`src/rtl/s2m_pkg.sv`:
```
package s2m_pkg;

   typedef enum logic [1:0] {
      ST_WAIT  = 2'd0,
      ST_FETCH = 2'd1,
      ST_DATA  = 2'd2,
      ST_WBACK = 2'd3
   } eng_state_e;

   // word offsets inside a descriptor
   localparam int OFS_NEXT = 0;
   localparam int OFS_BUF  = 1;
   localparam int OFS_CTRL = 2;
   localparam int OFS_STAT = 3;
   localparam int OFS_APP  = 4;
   localparam int FETCH_N  = 4;

   // status / control bit positions
   localparam int LEN_BITS = 23;
   localparam int BIT_EOF  = 26;
   localparam int BIT_SOF  = 27;
   localparam int BIT_DONE = 31;

endpackage

```
`src/rtl/s2m_app_capture.sv`:
```
module s2m_app_capture #(
   parameter int DATA_W    = 32,
   parameter int APP_WORDS = 5
) (
   input  logic                             clk,
   input  logic                             rst_n,
   input  logic [DATA_W-1:0]                c_tdata,
   input  logic                             c_tvalid,
   input  logic                             c_tlast,
   output logic                             c_tready,
   output logic [APP_WORDS-1:0][DATA_W-1:0] app_o,
   output logic                             err_o
);

   localparam int CNT_W = $clog2(APP_WORDS + 2);

   logic [DATA_W-1:0] stage_q [APP_WORDS];
   logic [DATA_W-1:0] app_q   [APP_WORDS];
   logic [CNT_W-1:0]  cnt_q;
   logic              err_q;
   logic              commit;

   assign c_tready = 1'b1;
   assign commit   = c_tvalid && c_tlast && (cnt_q == CNT_W'(APP_WORDS - 1));

   for (genvar g = 0; g < APP_WORDS; g++) begin : g_word
      always_ff @(posedge clk) begin
         if (!rst_n) begin
            stage_q[g] <= '0;
            app_q[g]   <= '0;
         end else begin
            if (c_tvalid && (cnt_q == CNT_W'(g)))
               stage_q[g] <= c_tdata;
            if (commit)
               app_q[g] <= (g == APP_WORDS - 1) ? c_tdata : stage_q[g];
         end
      end
      assign app_o[g] = app_q[g];
   end

   // word counter saturates one past the legal length
   always_ff @(posedge clk) begin
      if (!rst_n) begin
         cnt_q <= '0;
         err_q <= 1'b0;
      end else if (c_tvalid) begin
         if (c_tlast) begin
            cnt_q <= '0;
            if (!commit) err_q <= 1'b1;
         end else if (cnt_q != CNT_W'(APP_WORDS)) begin
            cnt_q <= cnt_q + CNT_W'(1);
         end
      end
   end

   assign err_o = err_q;

   a_r5_err_sticky: assert property (@(posedge clk) disable iff (!rst_n)
      err_o |=> err_o);

endmodule

```
`src/rtl/s2m_engine.sv`:
```
module s2m_engine
   import s2m_pkg::*;
#(
   parameter int ADDR_W    = 16,
   parameter int DATA_W    = 32,
   parameter int APP_WORDS = 5
) (
   input  logic                             clk,
   input  logic                             rst_n,
   input  logic                             run_i,
   input  logic                             cur_load_i,
   input  logic [ADDR_W-1:0]                cur_ptr_i,
   input  logic                             tail_wr_i,
   input  logic [ADDR_W-1:0]                tail_ptr_i,
   input  logic [DATA_W-1:0]                s_tdata,
   input  logic                             s_tvalid,
   input  logic                             s_tlast,
   output logic                             s_tready,
   input  logic [APP_WORDS-1:0][DATA_W-1:0] app_i,
   output logic                             mem_en,
   output logic                             mem_we,
   output logic [ADDR_W-1:0]                mem_addr,
   output logic [DATA_W-1:0]                mem_wdata,
   input  logic [DATA_W-1:0]                mem_rdata,
   output logic                             idle_o,
   output logic                             halted_o,
   output logic [ADDR_W-1:0]                cur_ptr_o,
   output logic                             done_o
);

   localparam int SH     = $clog2(DATA_W / 8);
   localparam int BEAT_W = LEN_BITS - SH;
   localparam int IDX_W  = $clog2(APP_WORDS + FETCH_N + 1);

   eng_state_e        st_q;
   logic [ADDR_W-1:0] cur_q, tail_q, nxt_q, buf_q;
   logic [BEAT_W-1:0] cap_q, cnt_q;
   logic [IDX_W-1:0]  idx_q;
   logic              idle_q, halted_q, sof_q, eop_q, done_q;
   logic              room, beat, app_phase;
   logic [DATA_W-1:0] stat_word, app_sel;

   assign room      = (cnt_q != cap_q);
   assign s_tready  = (st_q == ST_DATA) && run_i && room;
   assign beat      = s_tready && s_tvalid;
   assign app_phase = eop_q && (idx_q < IDX_W'(APP_WORDS));

   always_comb begin
      stat_word                 = '0;
      stat_word[LEN_BITS-1:0]   = {cnt_q, {SH{1'b0}}};
      stat_word[BIT_EOF]        = eop_q;
      stat_word[BIT_SOF]        = sof_q;
      stat_word[BIT_DONE]       = 1'b1;
   end

   always_comb begin
      app_sel = '0;
      for (int k = 0; k < APP_WORDS; k++)
         if (idx_q == IDX_W'(k)) app_sel = app_i[k];
   end

   always_comb begin
      mem_en    = 1'b0;
      mem_we    = 1'b0;
      mem_addr  = cur_q;
      mem_wdata = s_tdata;
      case (st_q)
         ST_FETCH: if (idx_q < IDX_W'(FETCH_N)) begin
            mem_en   = 1'b1;
            mem_addr = cur_q + ADDR_W'(idx_q);
         end
         ST_DATA: begin
            mem_en   = beat;
            mem_we   = beat;
            mem_addr = buf_q + ADDR_W'(cnt_q);
         end
         ST_WBACK: begin
            mem_en = 1'b1;
            mem_we = 1'b1;
            if (app_phase) begin
               mem_addr  = cur_q + ADDR_W'(OFS_APP) + ADDR_W'(idx_q);
               mem_wdata = app_sel;
            end else begin
               mem_addr  = cur_q + ADDR_W'(OFS_STAT);
               mem_wdata = stat_word;
            end
         end
         default: ;
      endcase
   end

   always_ff @(posedge clk) begin
      if (!rst_n) begin
         st_q     <= ST_WAIT;
         cur_q    <= '0;
         tail_q   <= '0;
         nxt_q    <= '0;
         buf_q    <= '0;
         cap_q    <= '0;
         cnt_q    <= '0;
         idx_q    <= '0;
         idle_q   <= 1'b1;
         halted_q <= 1'b0;
         sof_q    <= 1'b1;
         eop_q    <= 1'b0;
         done_q   <= 1'b0;
      end else begin
         done_q <= 1'b0;
         case (st_q)
            ST_WAIT: if (run_i && !idle_q && !halted_q) begin
               st_q  <= ST_FETCH;
               idx_q <= '0;
            end
            ST_FETCH: begin
               idx_q <= idx_q + IDX_W'(1);
               if (idx_q == IDX_W'(OFS_NEXT + 1)) nxt_q <= mem_rdata[ADDR_W-1:0];
               if (idx_q == IDX_W'(OFS_BUF + 1))  buf_q <= mem_rdata[ADDR_W-1:0];
               if (idx_q == IDX_W'(OFS_CTRL + 1)) cap_q <= mem_rdata[LEN_BITS-1:SH];
               if (idx_q == IDX_W'(OFS_STAT + 1)) begin
                  if (mem_rdata[BIT_DONE]) begin
                     halted_q <= 1'b1;
                     st_q     <= ST_WAIT;
                  end else begin
                     st_q  <= ST_DATA;
                     cnt_q <= '0;
                     eop_q <= 1'b0;
                  end
               end
            end
            ST_DATA: begin
               if (cap_q == '0) begin
                  st_q  <= ST_WBACK;
                  idx_q <= '0;
               end else if (beat) begin
                  cnt_q <= cnt_q + BEAT_W'(1);
                  if (s_tlast) eop_q <= 1'b1;
                  if (s_tlast || ((cnt_q + BEAT_W'(1)) == cap_q)) begin
                     st_q  <= ST_WBACK;
                     idx_q <= '0;
                  end
               end
            end
            ST_WBACK: begin
               if (app_phase) begin
                  idx_q <= idx_q + IDX_W'(1);
               end else begin
                  done_q <= eop_q;
                  sof_q  <= eop_q;
                  cur_q  <= nxt_q;
                  if (cur_q == tail_q) idle_q <= 1'b1;
                  st_q   <= ST_WAIT;
               end
            end
            default: st_q <= ST_WAIT;
         endcase
         if (cur_load_i) begin
            cur_q    <= cur_ptr_i;
            halted_q <= 1'b0;
         end
         if (tail_wr_i) begin
            tail_q   <= tail_ptr_i;
            idle_q   <= 1'b0;
            halted_q <= 1'b0;
         end
      end
   end

   assign idle_o    = idle_q;
   assign halted_o  = halted_q;
   assign cur_ptr_o = cur_q;
   assign done_o    = done_q;

   a_r1_idle_blocks: assert property (@(posedge clk) disable iff (!rst_n)
      idle_q |-> !s_tready);
   a_r3_halt_blocks: assert property (@(posedge clk) disable iff (!rst_n)
      halted_q |-> !s_tready);
   a_r6_done_single: assert property (@(posedge clk) disable iff (!rst_n)
      done_q |=> !done_q);
   a_r2_fill_bound: assert property (@(posedge clk) disable iff (!rst_n)
      beat |-> (cnt_q < cap_q));

endmodule

```
`src/rtl/s2m_sg_engine.sv`:
```
module s2m_sg_engine #(
   parameter int ADDR_W    = 16,
   parameter int DATA_W    = 32,
   parameter int APP_WORDS = 5
) (
   input  logic              clk,
   input  logic              rst_n,
   input  logic              run_i,
   input  logic              cur_load_i,
   input  logic [ADDR_W-1:0] cur_ptr_i,
   input  logic              tail_wr_i,
   input  logic [ADDR_W-1:0] tail_ptr_i,
   output logic              idle_o,
   output logic              halted_o,
   output logic [ADDR_W-1:0] cur_ptr_o,
   input  logic [DATA_W-1:0] s_tdata,
   input  logic              s_tvalid,
   input  logic              s_tlast,
   output logic              s_tready,
   input  logic [DATA_W-1:0] c_tdata,
   input  logic              c_tvalid,
   input  logic              c_tlast,
   output logic              c_tready,
   output logic              mem_en,
   output logic              mem_we,
   output logic [ADDR_W-1:0] mem_addr,
   output logic [DATA_W-1:0] mem_wdata,
   input  logic [DATA_W-1:0] mem_rdata,
   output logic              done_o,
   output logic              ctl_err_o
);

   if (DATA_W != 32) begin : g_bad_data_w
      $error("s2m_sg_engine: descriptor words require DATA_W == 32");
   end
   if (ADDR_W < 4 || ADDR_W > DATA_W) begin : g_bad_addr_w
      $error("s2m_sg_engine: ADDR_W must lie between 4 and DATA_W");
   end
   if (APP_WORDS < 1) begin : g_bad_app
      $error("s2m_sg_engine: APP_WORDS must be at least 1");
   end

   logic [APP_WORDS-1:0][DATA_W-1:0] app_words;

   s2m_app_capture #(
      .DATA_W    (DATA_W),
      .APP_WORDS (APP_WORDS)
   ) u_appcap (
      .clk      (clk),
      .rst_n    (rst_n),
      .c_tdata  (c_tdata),
      .c_tvalid (c_tvalid),
      .c_tlast  (c_tlast),
      .c_tready (c_tready),
      .app_o    (app_words),
      .err_o    (ctl_err_o)
   );

   s2m_engine #(
      .ADDR_W    (ADDR_W),
      .DATA_W    (DATA_W),
      .APP_WORDS (APP_WORDS)
   ) u_engine (
      .clk        (clk),
      .rst_n      (rst_n),
      .run_i      (run_i),
      .cur_load_i (cur_load_i),
      .cur_ptr_i  (cur_ptr_i),
      .tail_wr_i  (tail_wr_i),
      .tail_ptr_i (tail_ptr_i),
      .s_tdata    (s_tdata),
      .s_tvalid   (s_tvalid),
      .s_tlast    (s_tlast),
      .s_tready   (s_tready),
      .app_i      (app_words),
      .mem_en     (mem_en),
      .mem_we     (mem_we),
      .mem_addr   (mem_addr),
      .mem_wdata  (mem_wdata),
      .mem_rdata  (mem_rdata),
      .idle_o     (idle_o),
      .halted_o   (halted_o),
      .cur_ptr_o  (cur_ptr_o),
      .done_o     (done_o)
   );

endmodule

```
`config.mk`:
```
export PLATFORM = sky130hd
export DESIGN_NAME = s2m_sg_engine
export DESIGN_NICKNAME = d
export VERILOG_FILES = /design/src/rtl/s2m_pkg.sv /design/src/rtl/s2m_app_capture.sv /design/src/rtl/s2m_engine.sv /design/src/rtl/s2m_sg_engine.sv
export SDC_FILE = /design/constraint.sdc
export NUM_CORES = 1
export LEC_CHECK = 0
export BUFFER_PORTS_ARGS = -buffer_cell sky130_fd_sc_hd__buf_4
export CAP_MARGIN = 20
export CORE_MARGIN = 2
export CORE_UTILIZATION = 45
export CTS_BUF_LIST = sky130_fd_sc_hd__clkbuf_8
export CTS_CLUSTER_SIZE = 10
export DETAILED_ROUTE_END_ITERATION = 6
export GPL_ROUTABILITY_DRIVEN = 0
export PLACE_DENSITY_LB_ADDON = 0.25
export SLEW_MARGIN = 20
export SYNTH_ARGS = -nofsm -noshare
export SYNTH_HDL_FRONTEND = slang
export SYNTH_HIERARCHICAL = 1
export SYNTH_SLANG_ARGS = --single-unit
```
`constraint.sdc`:
```
create_clock -name clk -period 4.3 [get_ports clk]
set_input_delay 0.43 -clock clk [delete_from_list [all_inputs] [get_ports clk]]
set_output_delay 0.43 -clock clk [all_outputs]
set_load 0.01 [all_outputs]
```
==> impl_metrics.csv, run 1 <==
group,metric,value,unit
outcome,status,"finished, violations left",
outcome,violations,"design-rule violations",
clock_tree,root_buffer,"clkbuf_8",
detailed_routing,drtIter0Drc,1392,
timing,fin_tns_setup,0,ns
worst_setup_path,r2r-start,"u_engine/cnt_q[0]$_SDFFE_PN0P_",
floorplanning,rows,77,
worst_setup_path,cp_cell_sequence,"ha_1 -> ha_1 -> fa_1 -> a21o_1 -> a21oi_1 -> mux2_2 -> nand2_1 -> and2_1 -> a41oi_1 -> o32a_1 -> a21boi_1 -> buf_4",
detailed_routing,drcViolationCount,3,
floorplanning,die_w,215.0,um
hold_path,whs_endpoint,"u_engine/cap_q[20]$_SDFFE_PN0P_",
hold_path,holdPathStages,3,
timing,fmax,0.2406,GHz
clock_tree,htreeDepth,3,
worst_setup_path,r2r_cells,9,
floorplanning,io_pins,209,
placed_design,placed_cell_area,21970,um2
detailed_routing,avgViaCountPerCell,5.520,
placed_design,port_buffers,199,
layout,fin_cells,2758,
grt,antenna_found_initial,3,
hold_path,min_from,"mem_rdata[22]",
placed_design,placedCellCount,2626,
detailed_routing,vias,15220,
layout,nets,2288,
synthesis,synth_flop_cell,"edfxtp_1",
power,p_per_area,357.8,nW/um2
power,finalPower,8.371,mW
detailed_routing,firstDrtPassIters,7,
timing,max_slew_margin,0.3092,
timing,drv_slew,0,
clock_tree,cts_tree,"yes",
synthesis,synth_area,20040,um2
worst_setup_path,arrival,3.73,ns
synthesis,seq_area_frac_synth,0.5526,
floorplanning,start_util,0.4541,
clock_tree,postCtsSetupBuffers,0,
grt,grt_max_degree,117,
layout,final_cell_mix,"and2_1, edfxtp_1, buf_4, nand2_1, a21oi_1",
layout,mostFrequentLayoutCell,"and2_1",
worst_setup_path,worstSetupStartpointType,"flip-flop",
worst_setup_path,criticalPathCategory,"flip-flop to primary output",
hold_path,hp-class,"primary input to flip-flop",
layout,drive_above_1_share,0.1719,
power,p_leak,9.074,nW
timing,fin_crit_sh,0.9667,
power,vdd_ir_drop_max,0.1612,mV
timing,fin_ws,0.1433,ns
timing,setup_violations,0,
detailed_routing,routed_wl,53.83,mm
worst_setup_path,crit_fanout,8,
worst_setup_path,r2r_end,"u_engine/idx_q[3]$_SDFFE_PN0P_",
timing,worstMarginPinSlew,1.033,ns
detailed_routing,routedWlPerCell,19.52,um
layout,syn2layout_area_growth,16.77,%
synthesis,synth.distinct_cells,90,
worst_setup_path,critPathSlowestCell,"dfxtp_1",
worst_setup_path,slowest_delay,0.52,ns
worst_setup_path,crit_required,3.87,ns
floorplanning,dieArea,46230,um2
detailed_routing,drtAntennaViolNets,0,
timing,fin_hold_ws,0.04664,ns
clock_tree,cts_sinks,409,
layout,stdcell_area,23390,um2
synthesis,ys_seq_elements,409,
synthesis,async_flop_share,0,
worst_setup_path,crit_top_cell,"ha_1",
synthesis,synthesis.nets,2116,
layout,utilization,0.5302,
layout,fillers,3954,
grt,grt_pass1_vias,15030,
synthesis,synth_edf_count,288,
timing,skew,0.04034,ns
grt,grt_pass1_wl,84.15,mm
placed_design,hpwl,35.04,mm
timing,hold_viol,0,
clock_tree,cts_buffers,70,
timing,min_period,4.157,ns
placed_design,dpl_worst_slack,0.5467,ns
synthesis,yosysWarningCount,6,
floorplanning,fp.coreArea,44120,um2
synthesis,syn_inst,1939,
synthesis,synth_area_per_cell,10.33,um2
clock_tree,clk_path_buf_depth,3,
job,drv_cap,0,
clock_tree,path_clk_slew,0.06,ns
grt,grt-ovfl-total,0,
worst_setup_path,end_kind,"primary output",
floorplanning,die_h,215.0,um
worst_setup_path,r2r_setup_slack,1.32,ns
clock_tree,clock_latency,0.65,ns
grt,grt_use_total,0.2323,
timing repair:
action,4_1_cts,5_1_grt
resized for setup,3,10
endpoints found under the setup margin,5,24
hold buffers,5,0
gates cloned,0,0
hold endpoints to repair,5,0
cell type report:
type,count,area [um2],share of cell area
Tap cell,592,740.7,0.03166
Sequential cell,409,11080,0.4734
Multi-Input combinational cell,1363,8329,0.3560
Clock buffer,76,1046,0.04471
Timing Repair Buffer,237,1792,0.07659
Clock inverter,49,294.0,0.01257
Inverter,30,112.6,0.004813
Antenna cell,2,5.005,0.0002139
logic make-up (layout without fill, tap and decap cells):
kind of cell / Yosys count / count (layout) / synth area share
adder cells (fa/ha/maj): 40 / 40 / 0.02648
flip-flops: 409 / 409 / 0.5526
buffers and inverters: 167 / 392 / 0.03516
AO/OA/AOI/OAI: 375 / 375 / 0.1208
XOR/XNOR: 79 / 79 / 0.03491
multiplexers: 20 / 20 / 0.01012
other: 1 / 3 / 0.0001872
AND/OR/NAND/NOR: 848 / 848 / 0.2198
sequential cells by signal (all words and copies together), names as in the netlist, 3 cells and up, named ones only:
register	flops
u_appcap/app_q	160
u_appcap/stage_q	128
u_engine/cap_q	21
u_engine/cnt_q	21
u_engine/buf_q	16
u_engine/cur_ptr_o	16
u_engine/nxt_q	16
u_engine/tail_q	16
u_engine/idx_q	4
u_appcap/cnt_q	3
per-layer routing:
metal / part of all wire / up-vias / track usage
met3: 0.064 / 117 / 0.04444
met2: 0.48 / 485 / 0.3863
li1: - / 7242 / -
met4: 0.035 / 2 / 0.1018
met1: 0.42 / 7378 / 0.2960
met5: 0.00015 / - / 0
critical path: cells and delay by family, from the launching register on:
family	cells	cell delay (ns)
multiplexers	1	0.22
adder cells (fa/ha/maj)	3	0.97
flip-flops	1	0.52
AND/OR/NAND/NOR	2	0.29
AO/OA/AOI/OAI	5	0.95
buffers and inverters	1	0.17
worst max path at each step:
stage	start	end	slack, ns	cells past startpoint
2_1_floorplan	u_engine/cur_ptr_o[2]$_SDFFE_PN0P_	mem_addr[7]	0.90	13
3_3_place_gp	u_engine/cur_ptr_o[2]$_SDFFE_PN0P_	mem_addr[7]	0.67	13
3_5_place_dp	u_engine/cur_ptr_o[2]$_SDFFE_PN0P_	mem_addr[14]	0.55	13
4_1_cts	u_engine/idx_q[2]$_SDFFE_PN0P_	mem_addr[7]	0.03	13
5_1_grt	u_engine/cur_ptr_o[0]$_SDFFE_PN0P_	mem_addr[14]	-0.008	12
6_report	u_engine/cur_ptr_o[1]$_SDFFE_PN0P_	mem_addr[7]	0.14	12
synth_stat cells (5+ instances only):
cell	instances	share of area
dfxtp_1	121	0.12
and3_1	8	0.0025
o22ai_1	5	0.0016
o21ai_0	63	0.016
o21ai_1	9	0.0022
o211ai_1	11	0.0041
nand2b_1	8	0.0025
nor2_1	139	0.026
ha_1	36	0.022
nand3_1	28	0.0070
clkbuf_2	20	0.0050
nor4_1	8	0.0025
a31oi_1	11	0.0034
clkbuf_1	89	0.017
or3_1	8	0.0025
xor2_1	32	0.014
buf_2	15	0.0037
a221oi_1	63	0.028
xnor2_1	46	0.020
and2_1	297	0.093
edfxtp_1	288	0.43
nor3_1	49	0.012
a21o_1	13	0.0049
a21oi_1	147	0.037
nand2_1	238	0.045
inv_1	29	0.0054
nand4_1	23	0.0072
mux2i_1	18	0.0090
buf_1	7	0.0013
or4_1	8	0.0030
report_power, final:
group          leakage [nW]  total [mW]  switching, mW  internal [mW]
Clock                 0.762        3.38           1.61           1.77
Sequential             3.98        4.42         0.0627           4.35
Combinational          4.33       0.578          0.335          0.243
Note: power is estimated with default switching activity, not from simulation.
==> run 2: changes to the inputs <==
- CELL_PAD_IN_SITES_DETAIL_PLACEMENT: not set -> 1
- CELL_PAD_IN_SITES_GLOBAL_PLACEMENT: not set -> 2
- CORE_UTILIZATION: 45 -> 36
==> impl_metrics.csv, run 2 (same netlist as run 1, synthesis figures left out) <==
group,metric,value,unit
outcome,status,"completed",
layout,largest_reg_flops,160,
timing,fin_hold_ws,0.04515,ns
clock_tree,clock_latency,0.67,ns
layout,fin_cells,2950,
grt,grt_pass1_wl,94.16,mm
timing,setup_violations,0,
clock_tree,clk_path_buf_depth,3,
clock_tree,htreeDepth,3,
detailed_routing,drtAntennaViolNets,0,
timing,fin_tns_setup,0,ns
floorplanning,io_pins,209,
timing,worstMarginPinSlew,1.079,ns
grt,grt_max_degree,132,
placed_design,placed_cell_area,22240,um2
grt,antenna_found_initial,1,
floorplanning,start_util,0.3637,
layout,multiInputGateArea,8341,um2
grt,grt-ovfl-total,0,
layout,seq_area,11070,um2
clock_tree,cts_sinks,409,
worst_setup_path,criticalPathCategory,"flip-flop to primary output",
timing,hold_viol,0,
power,p_per_area,354.1,nW/um2
clock_tree,cts_buffers,75,
timing,fin_ws,0.1906,ns
detailed_routing,drtIter0Drc,951,
clock_tree,root_buffer,"clkbuf_8",
worst_setup_path,critPathSlowestCell,"fa_1",
timing,skew,0.02323,ns
worst_setup_path,crit_required,3.87,ns
detailed_routing,drcViolationCount,0,
worst_setup_path,arrival,3.68,ns
floorplanning,die_h,239.9,um
layout,fillers,6156,
clock_tree,postCtsSetupBuffers,0,
hold_path,hp-class,"primary input to flip-flop",
detailed_routing,routedWlPerCell,21.09,um
power,seqPwrFrac,0.520,
grt,grt_pass1_vias,16250,
layout,nets,2326,
worst_setup_path,crit_fanout,5,
floorplanning,rows,86,
worst_setup_path,end_kind,"primary output",
timing,fin_crit_sh,0.9557,
floorplanning,dieArea,57560,um2
timing,drv_slew,0,
worst_setup_path,cp_cell_sequence,"ha_1 -> inv_1 -> fa_1 -> a21o_1 -> a21o_1 -> a211oi_1 -> buf_4 -> nor4_1 -> o2111a_1 -> a21oi_1 -> a21o_1 -> a31oi_1 -> buf_4",
power,switching_share,0.2473,
layout,mostFrequentLayoutCell,"and2_1",
floorplanning,die_w,239.9,um
timing,min_period,4.109,ns
worst_setup_path,crit_start,"u_engine/idx_q[1]$_SDFFE_PN0P_",
detailed_routing,routed_wl,62.21,mm
layout,stdcell_area,23980,um2
power,p_switching,2.099,mW
power,p_leak,9.249,nW
layout,reg.largest.list,"u_appcap/app_q (160), u_appcap/stage_q (128)",
detailed_routing,avgViaCountPerCell,5.249,
timing,max_slew_margin,0.2809,
power,comb_power_share,0.074,
worst_setup_path,crit_top_cell,"a21o_1",
hold_path,min_from,"mem_rdata[18]",
placed_design,hpwl,42.18,mm
worst_setup_path,slowest_delay,0.43,ns
power,internal_power,6.391,mW
job,drv_cap,0,
timing,fmax,0.2433,GHz
layout,final_cell_mix,"and2_1, edfxtp_1, buf_4, nand2_1, a21oi_1",
detailed_routing,firstDrtPassIters,5,
layout,drive_above_1_share,0.1731,
worst_setup_path,r2r-start,"u_engine/idx_q[1]$_SDFFE_PN0P_",
placed_design,port_buffers,199,
timing,rsz0062_at_grt,"no",
floorplanning,fp.coreArea,55090,um2
placed_design,dpl_worst_slack,0.5501,ns
clock_tree,path_clk_slew,0.06,ns
grt,grt_use_total,0.2155,
power,power.share.clock,0.406,
detailed_routing,vias,15490,
worst_setup_path,worstSetupStartpointType,"flip-flop",
clock_tree,cts_tree,"yes",
layout,syn2layout_area_growth,19.67,%
power,vdd_ir_drop_max,0.2314,mV
layout,top_register,"u_appcap/app_q",
placed_design,placedCellCount,2787,
[run 2: cell types whose count changed in the layout (fill, tap and decap cells not counted), moves of 3 or more]
cell           before  now
dlygate4sd3_1       5   33
buf_12              0    3
clkbuf_8           76   79
clkinv_1            9   12
clkinv_2            9   12
[run 2: layout make-up]
| cell class | instances | share of cell area |
|---|---|---|
| well taps | 748 | 0.03904 |
| multi-input cells | 1363 | 0.3479 |
| inverters | 30 | 0.004697 |
| repair buffers | 270 | 0.08955 |
| clock buffers | 79 | 0.04535 |
| clock inverters | 50 | 0.01159 |
| flip-flops and latches | 409 | 0.4618 |
| diodes | 1 | 0.0001044 |
[run 2: path summary, 6_finish.rpt]
check | slack (ns) | to | cells past startpoint
min | 0.05 | u_engine/cap_q[16]$_SDFFE_PN0P_ | 3
min reg2reg | 0.46 | u_engine/nxt_q[10]$_SDFFE_PN0P_ | 2
max reg2reg | 1.09 | u_engine/cnt_q[15]$_SDFFE_PN0P_ | 9
max | 0.19 | mem_addr[14] | 13
[run 2: layer usage]
metal	up-vias	GRT usage	share of wire
li1	7330	-	-
met4	2	0.06776	0.025
met2	326	0.3784	0.50
met1	7721	0.2690	0.44
met5	-	0	0.00021
met3	107	0.03800	0.041
[run 2: what timing repair did]
action	4_1_cts	5_1_grt
hold buffers	33	0
endpoints found under the hold margin	33	0
endpoints found under the setup margin	2	5
resized for setup	4	7
[run 2: critical path: cells and delay by family, from the launching register on]
kind	cells	cell delay (ns)
compound gates	7	1.39
fa+ha+maj	2	0.69
buf+inv	3	0.45
flops	1	0.42
simple gates	1	0.07
[run 2: power groups by stage]
stage | logic (mW) | clock network [mW] | registers (mW)
floorplan | 0.298 | 0 | 4.48
global placement | 0.596 | 0 | 4.49
detailed placement | 0.606 | 0 | 4.50
CTS | 0.633 | 3.57 | 4.42
global route | 0.684 | 3.73 | 4.43
finish | 0.625 | 3.45 | 4.42
[run 2: metrics by stage]
stage | util | total power, mW
2_1_floorplan | - | 4.775
3_3_place_gp | 0.4036 | 5.087
3_5_place_dp | 0.4037 | 5.107
4_1_cts | 0.4345 | 8.619
5_1_grt | 0.4351 | 8.852
6_report | 0.4352 | 8.490
